File: src/rtl/addsub_pkg.sv
package addsub_pkg;

   localparam int unsigned ASU_DIGIT_W   = 4;
   localparam int unsigned ASU_DIGIT_MAX = 9;
   localparam int unsigned ASU_FIXUP     = 6;

   typedef enum logic {
      ASU_ADD = 1'b0,
      ASU_SUB = 1'b1
   } asu_op_e;

   typedef struct packed {
      logic n;
      logic v;
      logic z;
      logic c;
   } asu_flags_t;

endpackage

File: src/rtl/addsub_bin.sv
module addsub_bin
   import addsub_pkg::*;
#(
   parameter int unsigned W = 8
) (
   input  logic         op_sub,
   input  logic         cin,
   input  logic [W-1:0] a,
   input  logic [W-1:0] b,
   output logic [W-1:0] res,
   output asu_flags_t   flags
);

   logic [W-1:0] b_eff;
   logic [W:0]   ext;

   always_comb begin
      b_eff = op_sub ? ~b : b;
      ext   = {1'b0, a} + {1'b0, b_eff} + {{W{1'b0}}, cin};
      res   = ext[W-1:0];
      flags.c = ext[W];
      flags.v = ~(a[W-1] ^ b_eff[W-1]) & (a[W-1] ^ ext[W-1]);
      flags.n = ext[W-1];
      flags.z = (ext[W-1:0] == '0);
   end

endmodule

File: src/rtl/addsub_bcd_add.sv
module addsub_bcd_add
   import addsub_pkg::*;
#(
   parameter int unsigned DIGITS = 2
) (
   input  logic                  cin,
   input  logic [4*DIGITS-1:0]   a,
   input  logic [4*DIGITS-1:0]   b,
   output logic [4*DIGITS-1:0]   res,
   output logic                  top_pre_n,
   output logic                  top_pre_v,
   output logic                  carry_out
);

   localparam int unsigned W     = DIGITS * ASU_DIGIT_W;
   localparam int unsigned SUM_W = ASU_DIGIT_W + 2;
   localparam logic [SUM_W-1:0] LIM_DEC = SUM_W'(ASU_DIGIT_MAX);
   localparam logic [SUM_W-1:0] LIM_HEX = SUM_W'((1 << ASU_DIGIT_W) - 1);
   localparam logic [SUM_W-1:0] FIX     = SUM_W'(ASU_FIXUP);

   logic [DIGITS:0]  cy;
   logic [SUM_W-1:0] raw_sum [DIGITS];

   assign cy[0] = cin;

   for (genvar i = 0; i < DIGITS; i++) begin : g_digit
      logic [SUM_W-1:0] fixed;
      assign raw_sum[i] = SUM_W'(a[ASU_DIGIT_W*i +: ASU_DIGIT_W])
                        + SUM_W'(b[ASU_DIGIT_W*i +: ASU_DIGIT_W])
                        + SUM_W'(cy[i]);
      assign fixed      = (raw_sum[i] > LIM_DEC) ? raw_sum[i] + FIX : raw_sum[i];
      assign cy[i+1]    = (fixed > LIM_HEX);
      assign res[ASU_DIGIT_W*i +: ASU_DIGIT_W] = fixed[ASU_DIGIT_W-1:0];
   end

   assign top_pre_n = raw_sum[DIGITS-1][ASU_DIGIT_W-1];
   assign top_pre_v = (raw_sum[DIGITS-1][ASU_DIGIT_W-1] ^ a[W-1]) & ~(a[W-1] ^ b[W-1]);
   assign carry_out = cy[DIGITS];

endmodule

File: src/rtl/addsub_bcd_sub.sv
module addsub_bcd_sub
   import addsub_pkg::*;
#(
   parameter int unsigned DIGITS = 2
) (
   input  logic                  cin,
   input  logic [4*DIGITS-1:0]   a,
   input  logic [4*DIGITS-1:0]   b,
   output logic [4*DIGITS-1:0]   res
);

   localparam int unsigned DIF_W = ASU_DIGIT_W + 1;
   localparam logic [DIF_W-1:0] FIX = DIF_W'(ASU_FIXUP);

   logic [DIGITS:0] bw;

   assign bw[0] = ~cin;

   for (genvar i = 0; i < DIGITS; i++) begin : g_digit
      logic [DIF_W-1:0] raw_dif;
      logic [DIF_W-1:0] fixed;
      assign raw_dif = {1'b0, a[ASU_DIGIT_W*i +: ASU_DIGIT_W]}
                     - {1'b0, b[ASU_DIGIT_W*i +: ASU_DIGIT_W]}
                     - DIF_W'(bw[i]);
      assign fixed   = raw_dif[DIF_W-1] ? raw_dif - FIX : raw_dif;
      assign bw[i+1] = raw_dif[DIF_W-1];
      assign res[ASU_DIGIT_W*i +: ASU_DIGIT_W] = fixed[ASU_DIGIT_W-1:0];
   end

endmodule

File: src/rtl/addsub_unit.sv
module addsub_unit
   import addsub_pkg::*;
#(
   parameter int unsigned DIGITS     = 2,
   parameter int unsigned DEC_ENABLE = 1
) (
   input  logic                  clk,
   input  logic                  rst_n,
   input  logic                  start,
   input  logic                  op_sub,
   input  logic                  dec_mode,
   input  logic                  carry_in,
   input  logic [4*DIGITS-1:0]   acc_in,
   input  logic [4*DIGITS-1:0]   opnd_in,
   output logic [4*DIGITS-1:0]   result,
   output logic                  flag_n,
   output logic                  flag_v,
   output logic                  flag_z,
   output logic                  flag_c,
   output logic                  done
);

   localparam int unsigned W = DIGITS * ASU_DIGIT_W;

   if (DIGITS < 1) begin : g_bad_digits
      $error("addsub_unit: DIGITS must be at least 1");
   end
   if (DEC_ENABLE > 1) begin : g_bad_dec
      $error("addsub_unit: DEC_ENABLE must be 0 or 1");
   end

   logic [W-1:0] bin_res;
   asu_flags_t   bin_flags;
   logic [W-1:0] nxt_res;
   asu_flags_t   nxt_flags;
   asu_flags_t   flags_q;

   addsub_bin #(.W(W)) u_bin (
      .op_sub (op_sub),
      .cin    (carry_in),
      .a      (acc_in),
      .b      (opnd_in),
      .res    (bin_res),
      .flags  (bin_flags)
   );

   if (DEC_ENABLE == 1) begin : g_dec
      logic [W-1:0] dadd_res;
      logic [W-1:0] dsub_res;
      logic         dadd_n;
      logic         dadd_v;
      logic         dadd_c;

      addsub_bcd_add #(.DIGITS(DIGITS)) u_dadd (
         .cin       (carry_in),
         .a         (acc_in),
         .b         (opnd_in),
         .res       (dadd_res),
         .top_pre_n (dadd_n),
         .top_pre_v (dadd_v),
         .carry_out (dadd_c)
      );

      addsub_bcd_sub #(.DIGITS(DIGITS)) u_dsub (
         .cin (carry_in),
         .a   (acc_in),
         .b   (opnd_in),
         .res (dsub_res)
      );

      always_comb begin
         nxt_res   = bin_res;
         nxt_flags = bin_flags;
         if (dec_mode) begin
            if (asu_op_e'(op_sub) == ASU_SUB) begin
               nxt_res = dsub_res;
            end else begin
               nxt_res     = dadd_res;
               nxt_flags.n = dadd_n;
               nxt_flags.v = dadd_v;
               nxt_flags.c = dadd_c;
            end
         end
      end
   end else begin : g_bin_only
      logic unused_dec;
      assign unused_dec = dec_mode;
      always_comb begin
         nxt_res   = bin_res;
         nxt_flags = bin_flags;
      end
   end

   always_ff @(posedge clk or negedge rst_n) begin
      if (!rst_n) begin
         result  <= '0;
         flags_q <= '0;
         done    <= 1'b0;
      end else begin
         done <= start;
         if (start) begin
            result  <= nxt_res;
            flags_q <= nxt_flags;
         end
      end
   end

   assign flag_n = flags_q.n;
   assign flag_v = flags_q.v;
   assign flag_z = flags_q.z;
   assign flag_c = flags_q.c;

endmodule

File: config.mk
export PLATFORM = sky130hd
export DESIGN_NAME = addsub_unit
export DESIGN_NICKNAME = d
export VERILOG_FILES = /design/src/rtl/addsub_pkg.sv /design/src/rtl/addsub_bin.sv /design/src/rtl/addsub_bcd_add.sv /design/src/rtl/addsub_bcd_sub.sv /design/src/rtl/addsub_unit.sv
export SDC_FILE = /design/constraint.sdc
export NUM_CORES = 1
export LEC_CHECK = 0
export BUFFER_PORTS_ARGS = -buffer_cell sky130_fd_sc_hd__buf_2
export CORE_UTILIZATION = 41
export CTS_CLUSTER_DIAMETER = 50
export DETAILED_ROUTE_END_ITERATION = 10
export PLACE_DENSITY = 0.62
export SETUP_SLACK_MARGIN = 0.4
export SLEW_MARGIN = 0
export SYNTH_ARGS = -nofsm -noshare
export SYNTH_HDL_FRONTEND = slang
export SYNTH_HIERARCHICAL = 1
export SYNTH_SLANG_ARGS = --single-unit
File: constraint.sdc
create_clock -name clk -period 1.4 [get_ports clk]
set_clock_uncertainty 0.15 [all_clocks]
set_input_delay 0.42 -clock clk [delete_from_list [all_inputs] [get_ports clk]]
set_output_delay 0.42 -clock clk [all_outputs]
set_load 0.02 [all_outputs]
Word-level counts from Yosys, hierarchy flattened
Cells that the tools add are included.
Word-level totals
  register bits: 13
  input bits: 22
Cells by class
  $add $sub $neg: 14
  $lt $le $gt $ge: 4
  muxes and demuxes: 11
  bitwise logic cells: 10
  reduce and logical (&&, ||, !) cells: 1
Operator list (count)
  greater-than comparator 6 x 4 -> 1 bit (second input constant): 4
  2-to-1 mux 8 bit: 3
  adder 6 x 1 -> 6 bit: 2
  adder 6 x 3 -> 6 bit (second input constant): 2
  2-to-1 mux 6 bit: 2
  adder 4 x 4 -> 5 bit: 2
  subtractor 4 x 4 -> 5 bit: 2
  subtractor 5 x 1 -> 5 bit: 2
  adder 8 x 8 -> 9 bit: 1
  adder 9 x 1 -> 9 bit: 1
  logical NOT 8 bit: 1
  2-to-1 mux 4 bit: 2
  inverter 8 bit: 1
  subtractor 4 x 3 -> 4 bit (second input constant): 2
  2-to-1 mux 2 bit: 2
  bitwise XOR 1 bit: 4
  inverter 1 bit: 3
  bitwise AND 1 bit: 2
  2-to-1 mux 1 bit: 2

Longest topological paths before layout
Gate-level depths: netlist of run 1.
  depth after elaboration: 11
  depth in mapped cells: 21

Cells and area by module
Netlist of run 1, hierarchy kept.
By module, submodules not included
  addsub_unit: times used 1, cells an instance 65, area each 729.4 µm², sequential area each 325.3 µm²
  addsub_bcd_add: times used 1, cells an instance 90, area each 693.2 µm², sequential area each 0.0 µm²
  addsub_bcd_sub: times used 1, cells an instance 79, area each 629.4 µm², sequential area each 0.0 µm²
  addsub_bin: times used 1, cells an instance 53, area each 429.2 µm², sequential area each 0.0 µm²

Worst setup path after synthesis of run 1
No wires, ideal clock.
  path kind: in2reg
  start point: input acc_in[0]
  end point: register result[7]
  data arrival time: 4.324 ns
  data required time: 1.116 ns
  path slack: -3.208 ns
  stages on the path: 20
  path buffers: 0
  path through: inv_1 > fa_1 > ha_1 > nor2_1 > fa_1 > and3b_2 > o22ai_2 > fa_1 > inv_1 > ha_1 > nor2_1 > fa_1 > xnor2_1 > ha_1 > and4bb_2 > a21oi_1 > o211ai_1 > xor2_1 > mux2i_1 > o211ai_1
RTL lines
  from (decl): RTL line addsub_unit.sv:13  | input logic [4*DIGITS-1:0] acc_in,
  subtractor 4 x 4 -> 5 bit *: RTL line addsub_bcd_sub.sv:23  | - {1'b0, b[ASU_DIGIT_W*i +: ASU_DIGIT_W]}
  subtractor 5 x 1 -> 5 bit * (2 in a row): RTL line addsub_bcd_sub.sv:24  | - DIF_W'(bw[i]);
  subtractor 4 x 3 -> 4 bit: RTL line addsub_bcd_sub.sv:25  | assign fixed = raw_dif[DIF_W-1] ? raw_dif - FIX : raw_dif;
  2-to-1 mux 4 bit *: RTL line addsub_bcd_sub.sv:25
  net g_dec.dsub_res[7]: RTL line addsub_unit.sv:49  | logic [W-1:0] dsub_res;
  2-to-1 mux 8 bit *: RTL line addsub_unit.sv:75  | if (asu_op_e'(op_sub) == ASU_SUB) begin
  2-to-1 mux 8 bit *: RTL line addsub_unit.sv:74  | if (dec_mode) begin
  to (signal assigned): RTL line addsub_unit.sv:102  | result <= nxt_res;
  to (decl): RTL line addsub_unit.sv:15  | output logic [4*DIGITS-1:0] result,
The timed path passes the listed nets; every way through them passes the cells marked *.
A chain may end at the register's enable or synchronous reset.

Worst setup path in the final report of run 1
  start point: input carry_in
  end point: register result[7]
RTL lines
  from (decl): RTL line addsub_unit.sv:12  | input logic carry_in,
  inverter 1 bit *: RTL line addsub_bcd_sub.sv:17  | assign bw[0] = ~cin;
  subtractor 5 x 1 -> 5 bit * (2 in a row): RTL line addsub_bcd_sub.sv:24
  subtractor 4 x 3 -> 4 bit: RTL line addsub_bcd_sub.sv:25
  2-to-1 mux 4 bit *: RTL line addsub_bcd_sub.sv:25
  net g_dec.dsub_res[7]: RTL line addsub_unit.sv:49
  2-to-1 mux 8 bit *: RTL line addsub_unit.sv:75
  2-to-1 mux 8 bit *: RTL line addsub_unit.sv:74
Marks and branches as above.

==> out/results.ini, run 1 <==
[yosys]
avg_synthesized_cell_area_sq_um=8.65
synth_flop_cell=dfrtp_1
synth_enable_flop_cells=0
synth_seq_area_share=0.131
syn-instance-count=287
synth_area_sq_mm=0.00248
synth-async-reset-ratio=1.00
yosys_warnings=6
ys_ff_latch=13
synthesis.nets=349
synth.lib_cells_used.distinct=59

[floorplanning]
initial_utilization=0.437
placement_rows=27
boundaryPins=35
fp.dieArea_sq_mm=0.00637
core_area_sq_mm=0.00568
die_height_um=79.8
die_x_um=79.8

[worst_setup_path]
critical_path_cell_count=21
cp-startpoint=carry_in
cp-end-kind=register
timing.critical_path.slowest_stage_cell=fa_2
critical_path_required_ns=1.36
critical_path.n_buffers_inverters=3
crit-reg2reg-capture=flag_z
source_of_the_worst_register_to_register_timing_path=flag_z
critPathKind=input port to register
cp_cell_sequence=buf_8 -> inv_4 -> fa_2 -> ha_4 -> nor2_2 -> fa_2 -> and3b_2 -> o22ai_4 -> fa_1 -> inv_2 -> ha_4 -> nor2_2 -> fa_2 -> xnor2_2 -> ha_4 -> and4bb_2 -> a21oi_2 -> o211ai_1 -> xor2_1 -> mux2i_1 -> o211ai_1
timing.critical_path.to=result[7]
worst-path-max-fanout=3
timing.reg2reg.setup_slack_ns=0.24
path_delay_family=adder cells
timing.critical_path.arrival_ns=4.40
worstSetupStartpointType=input port
critical_path.max_stage_delay_ns=0.61
worst-r2r-cell-count=3

[grt]
grt_overflow=0
grt_max_degree=14
grt_antenna_before_repair=0
vias_in_the_first_global_route=2541
grt_util_all_layers=0.218
grt_first_pass_wirelength_mm=11.1

[clock_network]
clk-insertion-delay-late_ns=0.24
h-tree-depth=1
worst_setup_hold_path_clk_slew_ns=0.05
cts_buffer_depth=2
clkSinkCount=13
ctsRootBufferMaster=clkbuf_8
numCtsBuffers=3
cts_tree=built

[sta]
finalCritPeriodShare=3.17
max_slew_margin=0.745
finalHoldViolCount=0
setup_viol=12
slew_viols_final=0
achievable-frequency_ghz=0.226
setup_repair_after_global_routing_missed_its_margin=true
minimum_clock_period_ns=4.43
layout_setup_ws_ns=-3.03
worst-slew-pin-transition_ns=0.383

[placement]
gpl.final_weighted_congestion=0.864
place.port_buffers=34
placement.cell_area_sq_mm=0.00345
placement.setup.worst_slack_ns=-3.40
hpwl_reported_at_the_end_of_detailed_placement_mm=5.31

[final_layout]
fillCellCount=434
multiInputGateArea_sq_mm=0.00227
post_route_cells_drive_above_1_share=0.499
most-common-layout-cells=buf_4, buf_6, ha_1, inv_1, buf_2
nNetsFinal=482
area_used_by_sequential_logic_in_the_layout_sq_um=325
diodes=0
area_growth_syn_to_layout_pct=60.2
mostFrequentLayoutCell=buf_4
stdcell_area_sq_mm=0.00398

[pwr]
pwr_density_cell_mw_per_mm2=967
power_leakage_uw=0.00187
power.ir.vdd_worst_v=0.000725

[routing]
drtAntennaViolNets=0
route.detailed.drc=0
vias=2546
first_iter_violations=97
route.detailed.vias_per_inst=5.19
routed_wl_mm=6.91
route.detailed.wl_per_inst_um=14.1
dr.pass1.iters=4

[outcome]
status=complete, but fails checks
violations=negative setup slack

[flow_run]
timing.max_cap.violations=0

[worst_hold_path]
holdCritPathClass=input port to register

[final cells by class]
type	instances	area share
clock buffers	4	0.0113
repair buffers	139	0.285
flip-flops and latches	13	0.0818
inverters	28	0.0290
well taps	72	0.0227
multi-input cells	235	0.571
[synthesized netlist by cell type, types with 3 or more instances]
cell type  number  area [sq um]
xor2_1         18           158
fa_1            9           180
nand2_1        13          48.8
o211ai_1       15           113
mux2i_1        11           110
nand2b_1       12          75.1
dfrtp_1        13           325
nand4b_1        3          26.3
inv_1          28           105
a21oi_1        14          70.1
buf_6           3          33.8
o21a_1          3          22.5
nor3_1          4          20.0
xnor2_1        12           105
nor2_1         15          56.3
o21ai_0        12          60.1
nand3b_1       10          75.1
nand3_1         3          15.0
ha_1           31           388
a21o_1          4          30.0
o22ai_1         4          25.0
buf_2           3          15.0
[report_power, final]
part	leakage [uW]	internal [uW]	total (uW)	switching (uW)
sequential	0.000162	467	529	62.2
clock	0.0000228	201	331	130
combinational	0.00169	1630	2990	1360
total	0.00187	2290	3850	1550
[cells by family after synthesis]
kind of cell               Yosys count  share of synthesized area
muxes                               13                     0.0550
xor gates and xnor gates            33                      0.126
DFF                                 13                      0.131
and+or+nand+nor                     78                      0.189
adders and majority gates           40                      0.229
AOI/OAI and AO/OA                   71                      0.197
buffers and inverters               39                     0.0731
[flip-flops by register name, indices dropped and copies added, names as in the netlist]
register and count:
done 1, flag_n 1, flag_c 1, flag_z 1, result 8, flag_v 1
[worst reg2reg max path, delay by kind of cell (launching register included)]
family | cells | cell delay (ns)
buffers and inverters | 2 | 0.25
flip-flops | 1 | 0.39
multiplexers | 1 | 0.25
[through the flow]
stage / cells / hold WS [ns] / total power [uW] / setup TNS (ns) / utilization
final: 491 / 0.242 / 3850 / -25.74 / 0.700
after global routing: 491 / 0.251 / 4150 / -27.24 / 0.700
after CTS: 481 / 0.239 / 3620 / -24.45 / 0.663
after detailed placement: 467 / 0.169 / 2970 / -28.20 / 0.608
after global placement: 467 / 0.165 / 2930 / -27.89 / 0.608
after floorplan: 287 / -0.0256 / 2090 / -22.81 / -
[how the worst min path moves through the flow]
stage           from  cells after the start   endpoint
2_1_floorplan  rst_n                      0       done
3_3_place_gp   rst_n                      1       done
3_5_place_dp   rst_n                      1  result[1]
4_1_cts        start                      1       done
5_1_grt        start                      1       done
6_report       start                      1       done
[per-layer routing]
| layer | GRT usage | share of wire | vias up |
|---|---|---|---|
| met2 | 0.421 | 0.54 | 47 |
| met4 | 0.0589 | 0.018 | 0 |
| met1 | 0.258 | 0.42 | 1200 |
| li1 | - | - | 1287 |
| met3 | 0.00686 | 0.019 | 12 |
| met5 | 0 | 0 | - |
[timing repair]
action / CTS / global route
gates resized for setup: 55 / 30
pin swaps: 13 / 20
setup buffers: 9 / 10
endpoints found under the hold margin: 13 / 0
setup endpoints to repair: 25 / 38
hold buffers: 1 / 0
(Power assumes the default switching activity.)
==> run 2, diff against run 1 <==
--- a/config.mk
+++ b/config.mk
@@ -11,6 +11,7 @@
 export DETAILED_ROUTE_END_ITERATION = 10
 export PLACE_DENSITY = 0.62
 export SETUP_SLACK_MARGIN = 0.4
+export SKIP_LAST_GASP = 1
 export SLEW_MARGIN = 0
 export SYNTH_ARGS = -nofsm -noshare
 export SYNTH_HDL_FRONTEND = slang
==> out/results.ini, run 2 (same netlist as run 1, synthesis figures left out) <==
[final_layout]
final_util=0.700
diodes=0
mostFrequentLayoutCell=buf_4
most-common-layout-cells=buf_4, buf_6, ha_1, inv_1, buf_2
largest_reg_flops=8
post_route_cells_drive_above_1_share=0.494
area_growth_syn_to_layout_pct=60.1
regMostFlops=result
nNetsFinal=484
fin_cells=493

[routing]
route.detailed.wl_per_inst_um=13.9
dr.pass1.iters=6
route.detailed.vias_per_inst=5.16
route.detailed.drc=0
first_iter_violations=85
drtAntennaViolNets=0
routed_wl_mm=6.88
vias=2546

[clock_network]
cts_tree=built
h-tree-depth=1
cts_buffer_depth=2
clk-insertion-delay-late_ns=0.24
ctsRootBufferMaster=clkbuf_8
worst_setup_hold_path_clk_slew_ns=0.05
clkSinkCount=13
numCtsBuffers=3

[worst_hold_path]
holdCritPathClass=input port to register

[pwr]
power.ir.vdd_worst_v=0.000725
pwr_density_cell_mw_per_mm2=965
power_leakage_uw=0.00189

[floorplanning]
boundaryPins=35
die_x_um=79.8
initial_utilization=0.437
fp.dieArea_sq_mm=0.00637
core_area_sq_mm=0.00568
die_height_um=79.8
placement_rows=27

[outcome]
status=complete, but fails checks
violations=negative setup slack

[grt]
grt_max_degree=14
grt_overflow=0
grt_util_all_layers=0.218
grt_antenna_before_repair=0
grt_first_pass_wirelength_mm=11.1
vias_in_the_first_global_route=2538

[sta]
finalCritPeriodShare=3.19
achievable-frequency_ghz=0.224
setup_repair_after_global_routing_missed_its_margin=true
layout_setup_ws_ns=-3.07
minimum_clock_period_ns=4.47
setup_viol=12
max_slew_margin=0.736
slew_viols_final=0
finalHoldViolCount=0
worst-slew-pin-transition_ns=0.396

[flow_run]
timing.max_cap.violations=0

[placement]
place.port_buffers=34
hpwl_reported_at_the_end_of_detailed_placement_mm=5.31
placement.setup.worst_slack_ns=-3.40
post-place-cells=467
gpl.final_weighted_congestion=0.864

[worst_setup_path]
critical_path_required_ns=1.36
critPathKind=input port to register
worst-path-max-fanout=3
worstSetupStartpointType=input port
cp-end-kind=register
timing.critical_path.arrival_ns=4.43

run 2: path summary, 6_finish.rpt:
| kind | start | to | slack [ns] | cells past startpoint |
|---|---|---|---|---|
| max | carry_in | result[7] | -3.07 | 21 |
| min | start | done | 0.24 | 1 |
| max reg2reg | flag_z | flag_z | 0.24 | 3 |
| min reg2reg | result[5] | result[5] | 0.38 | 2 |
| max in group asynchronous | rst_n | result[4] | 0.48 | 2 |
| min in group asynchronous | rst_n | flag_z | 0.46 | 2 |
run 2: layout make-up:
cell class,count,area [sq um]
well taps,72,90.1
inverters,28,115
clock buffers,4,45.0
flip-flops and latches,13,325
fillers,432,1700
multi-input cells,235,2250
repair buffers,141,1140
run 2: metrics by stage:
stage	power, uW	hold slack (ns)	instance area (sq um)	TNS, ns
2_1_floorplan	2090	-0.0256	2650	-22.81
3_3_place_gp	2930	0.165	3450	-27.89
3_5_place_dp	2970	0.169	3450	-28.20
4_1_cts	3610	0.239	3750	-24.64
5_1_grt	4140	0.251	3970	-27.70
6_report	3830	0.241	3970	-26.18
run 2: power by group:
part	total (uW)	leakage, uW	switching, uW	internal (uW)
clock network	330	0.0000228	129	201
logic	2980	0.00170	1350	1630
registers	529	0.000162	62.1	467
run 2: per-layer routing:
layer / global-route usage / wire, um
met3: 0.00686 / 151
met1: 0.260 / 2940
met4: 0.0589 / 126
met5: 0 / 0
met2: 0.421 / 3660
run 2: worst max-delay path, cell delays in order:
cell and delay (ns):
buf_8 0.08, inv_4 0.03, fa_2 0.59, ha_2 0.19, nor2_2 0.05, fa_2 0.36, and3b_2 0.23, o22ai_4 0.17
fa_1 0.48, inv_2 0.09, ha_4 0.13, nor2_2 0.04, fa_2 0.35, xnor2_2 0.20, ha_4 0.17, and4bb_2 0.23
a21oi_1 0.11, o211ai_1 0.11, xor2_1 0.18, mux2i_1 0.13, o211ai_1 0.09
run 2: what timing repair did:
action,4_1_cts,5_1_grt
hold endpoints to repair,13,0
buffers inserted,9,12
hold buffers,1,0
resized for setup,51,30
pin swaps,13,27
setup endpoints to repair,25,38
==> run 3, diff against run 2 <==
==> constraint.sdc (replaced) <==
create_clock -name clk -period 4.5 [get_ports clk]
set_clock_uncertainty 0.15 [all_clocks]
set_input_delay 1.35 -clock clk [delete_from_list [all_inputs] [get_ports clk]]
set_output_delay 1.35 -clock clk [all_outputs]
set_load 0.02 [all_outputs]
==> out/results.ini, run 3 (same netlist as run 1, synthesis figures left out) <==
[outcome]
status=complete, but fails checks
violations=negative setup slack

[routing]
route.detailed.wl_per_inst_um=13.3
dr.pass1.iters=5
drtAntennaViolNets=0
route.detailed.drc=0
first_iter_violations=126
vias=2343
route.detailed.vias_per_inst=5.27
routed_wl_mm=5.92

[final_layout]
nNetsFinal=436
regMostFlops=result
post_route_cells_drive_above_1_share=0.416
area_growth_syn_to_layout_pct=38.8
most-common-layout-cells=buf_4, buf_2, inv_1, ha_1, xor2_1
mostFrequentLayoutCell=buf_4
diodes=0
largest_reg_flops=8

[worst_setup_path]
timing.critical_path.slowest_stage_cell=fa_1
worst-path-max-fanout=3
worst-r2r-cell-count=1
critical_path_cell_count=21
critPathKind=input port to register
critical_path.max_stage_delay_ns=0.56
cp_cell_sequence=buf_8 -> inv_8 -> fa_1 -> ha_2 -> nor2_2 -> fa_2 -> and3b_2 -> o22ai_4 -> fa_1 -> inv_2 -> ha_4 -> nor2_4 -> fa_2 -> xnor2_2 -> ha_4 -> and4bb_2 -> a21oi_1 -> o211ai_1 -> xor2_1 -> mux2i_1 -> o211ai_1
worstSetupStartpointType=input port
cp-end-kind=register
path_delay_family=adder cells
timing.critical_path.arrival_ns=5.30
critical_path_required_ns=4.47
critical_path.n_buffers_inverters=3

[floorplanning]
core_area_sq_mm=0.00568
placement_rows=27
die_height_um=79.8
die_x_um=79.8
boundaryPins=35
initial_utilization=0.437
fp.dieArea_sq_mm=0.00637

[clock_network]
numCtsBuffers=3
clk-insertion-delay-late_ns=0.24
cts-hold-fix-buffers=0
cts_tree=built
worst_setup_hold_path_clk_slew_ns=0.06
ctsRootBufferMaster=clkbuf_8
h-tree-depth=1
clkSinkCount=13
cts_buffer_depth=2

[sta]
setup_viol=6
layout_setup_ws_ns=-0.830
minimum_clock_period_ns=5.33
finalCritPeriodShare=1.18
worst-slew-pin-transition_ns=0.444
timing.hold.ws_ns=0.358
setup_repair_after_global_routing_missed_its_margin=true
achievable-frequency_ghz=0.188
slew_viols_final=0
max_slew_margin=0.704
finalHoldViolCount=0

[worst_hold_path]
holdCritPathClass=register to register
timing.hold.worst_path_depth=2

[grt]
grt_max_degree=29
grt_util_all_layers=0.205
grt_overflow=0
grt_first_pass_wirelength_mm=10.3
grt_antenna_before_repair=0
vias_in_the_first_global_route=2330

[pwr]
power_leakage_uw=0.00162
clock_power_share=0.101
finalPower_uw=1030
p_sw_frac=0.430
power.share.combinational=0.744
power.sequential.fraction=0.156
p_sw_uw=442
pwr_density_cell_mw_per_mm2=298
power.ir.vdd_worst_v=0.000184
power_report.internal_total_uw=586

[placement]
place.port_buffers=34
gpl.final_weighted_congestion=0.879
hpwl_reported_at_the_end_of_detailed_placement_mm=4.87

[flow_run]
timing.max_cap.violations=0

-- run 3: cell types whose count changed in the layout (fill, tap and decap cells not counted), moves of 3 or more --
| cell | change |
|---|---|
| buf_4 | -39 |
| buf_6 | -20 |
| buf_2 | +15 |
| fa_1 | +3 |
| fa_2 | -3 |
| inv_2 | -3 |
-- run 3: power groups by stage --
stage	registers [uW]	clock network, uW	logic, uW
after detailed placement	162	0	708
after global placement	161	0	694
after floorplan	196	0	450
after CTS	160	106	757
after global routing	162	110	849
final	160	103	764
-- run 3: final cells by class --
cell class | instances | area, sq um
Multi-Input combinational cell | 235 | 2210
Clock buffer | 3 | 41.3
Fill cell | 518 | 2230
Timing Repair Buffer | 93 | 652
Tap cell | 72 | 90.1
Sequential cell | 13 | 325
Inverter | 28 | 118
Clock inverter | 1 | 5.00
-- run 3: per-stage QoR --
stage	utilization	area (sq um)	setup TNS [ns]	setup slack (ns)	std cells
after detailed placement	0.558	3170	-5.14	-1.19	433
after global placement	0.558	3170	-4.94	-1.13	433
after floorplan	-	2610	-2.31	-0.902	287
after global routing	0.607	3440	-4.15	-1.11	445
final	0.607	3440	-2.99	-0.830	445
after CTS	0.599	3400	-3.21	-0.841	445
-- run 3: what timing repair did --
| item | in CTS | in global routing |
|---|---|---|
| gates resized for setup | 30 | 10 |
| buffers inserted | 8 | 0 |
| pin swaps | 17 | 16 |
| setup endpoints to repair | 7 | 9 |
-- run 3: per-layer routing --
metal / GRT usage / part of all wire
met5: 0 / 0
met4: 0.0554 / 0.0064
met3: 0.0149 / 0.037
met2: 0.341 / 0.45
met1: 0.283 / 0.50
-- run 3: path summary, 6_finish.rpt --
path	startpoint	to	slack, ns
worst min-delay path	result[6]	result[6]	0.36
worst min register to register	result[6]	result[6]	0.36
worst max register to register	flag_z	flag_z	3.60
min in group asynchronous	rst_n	result[2]	0.83
max in group asynchronous	rst_n	flag_c	3.14
worst max-delay path	acc_in[0]	result[7]	-0.83
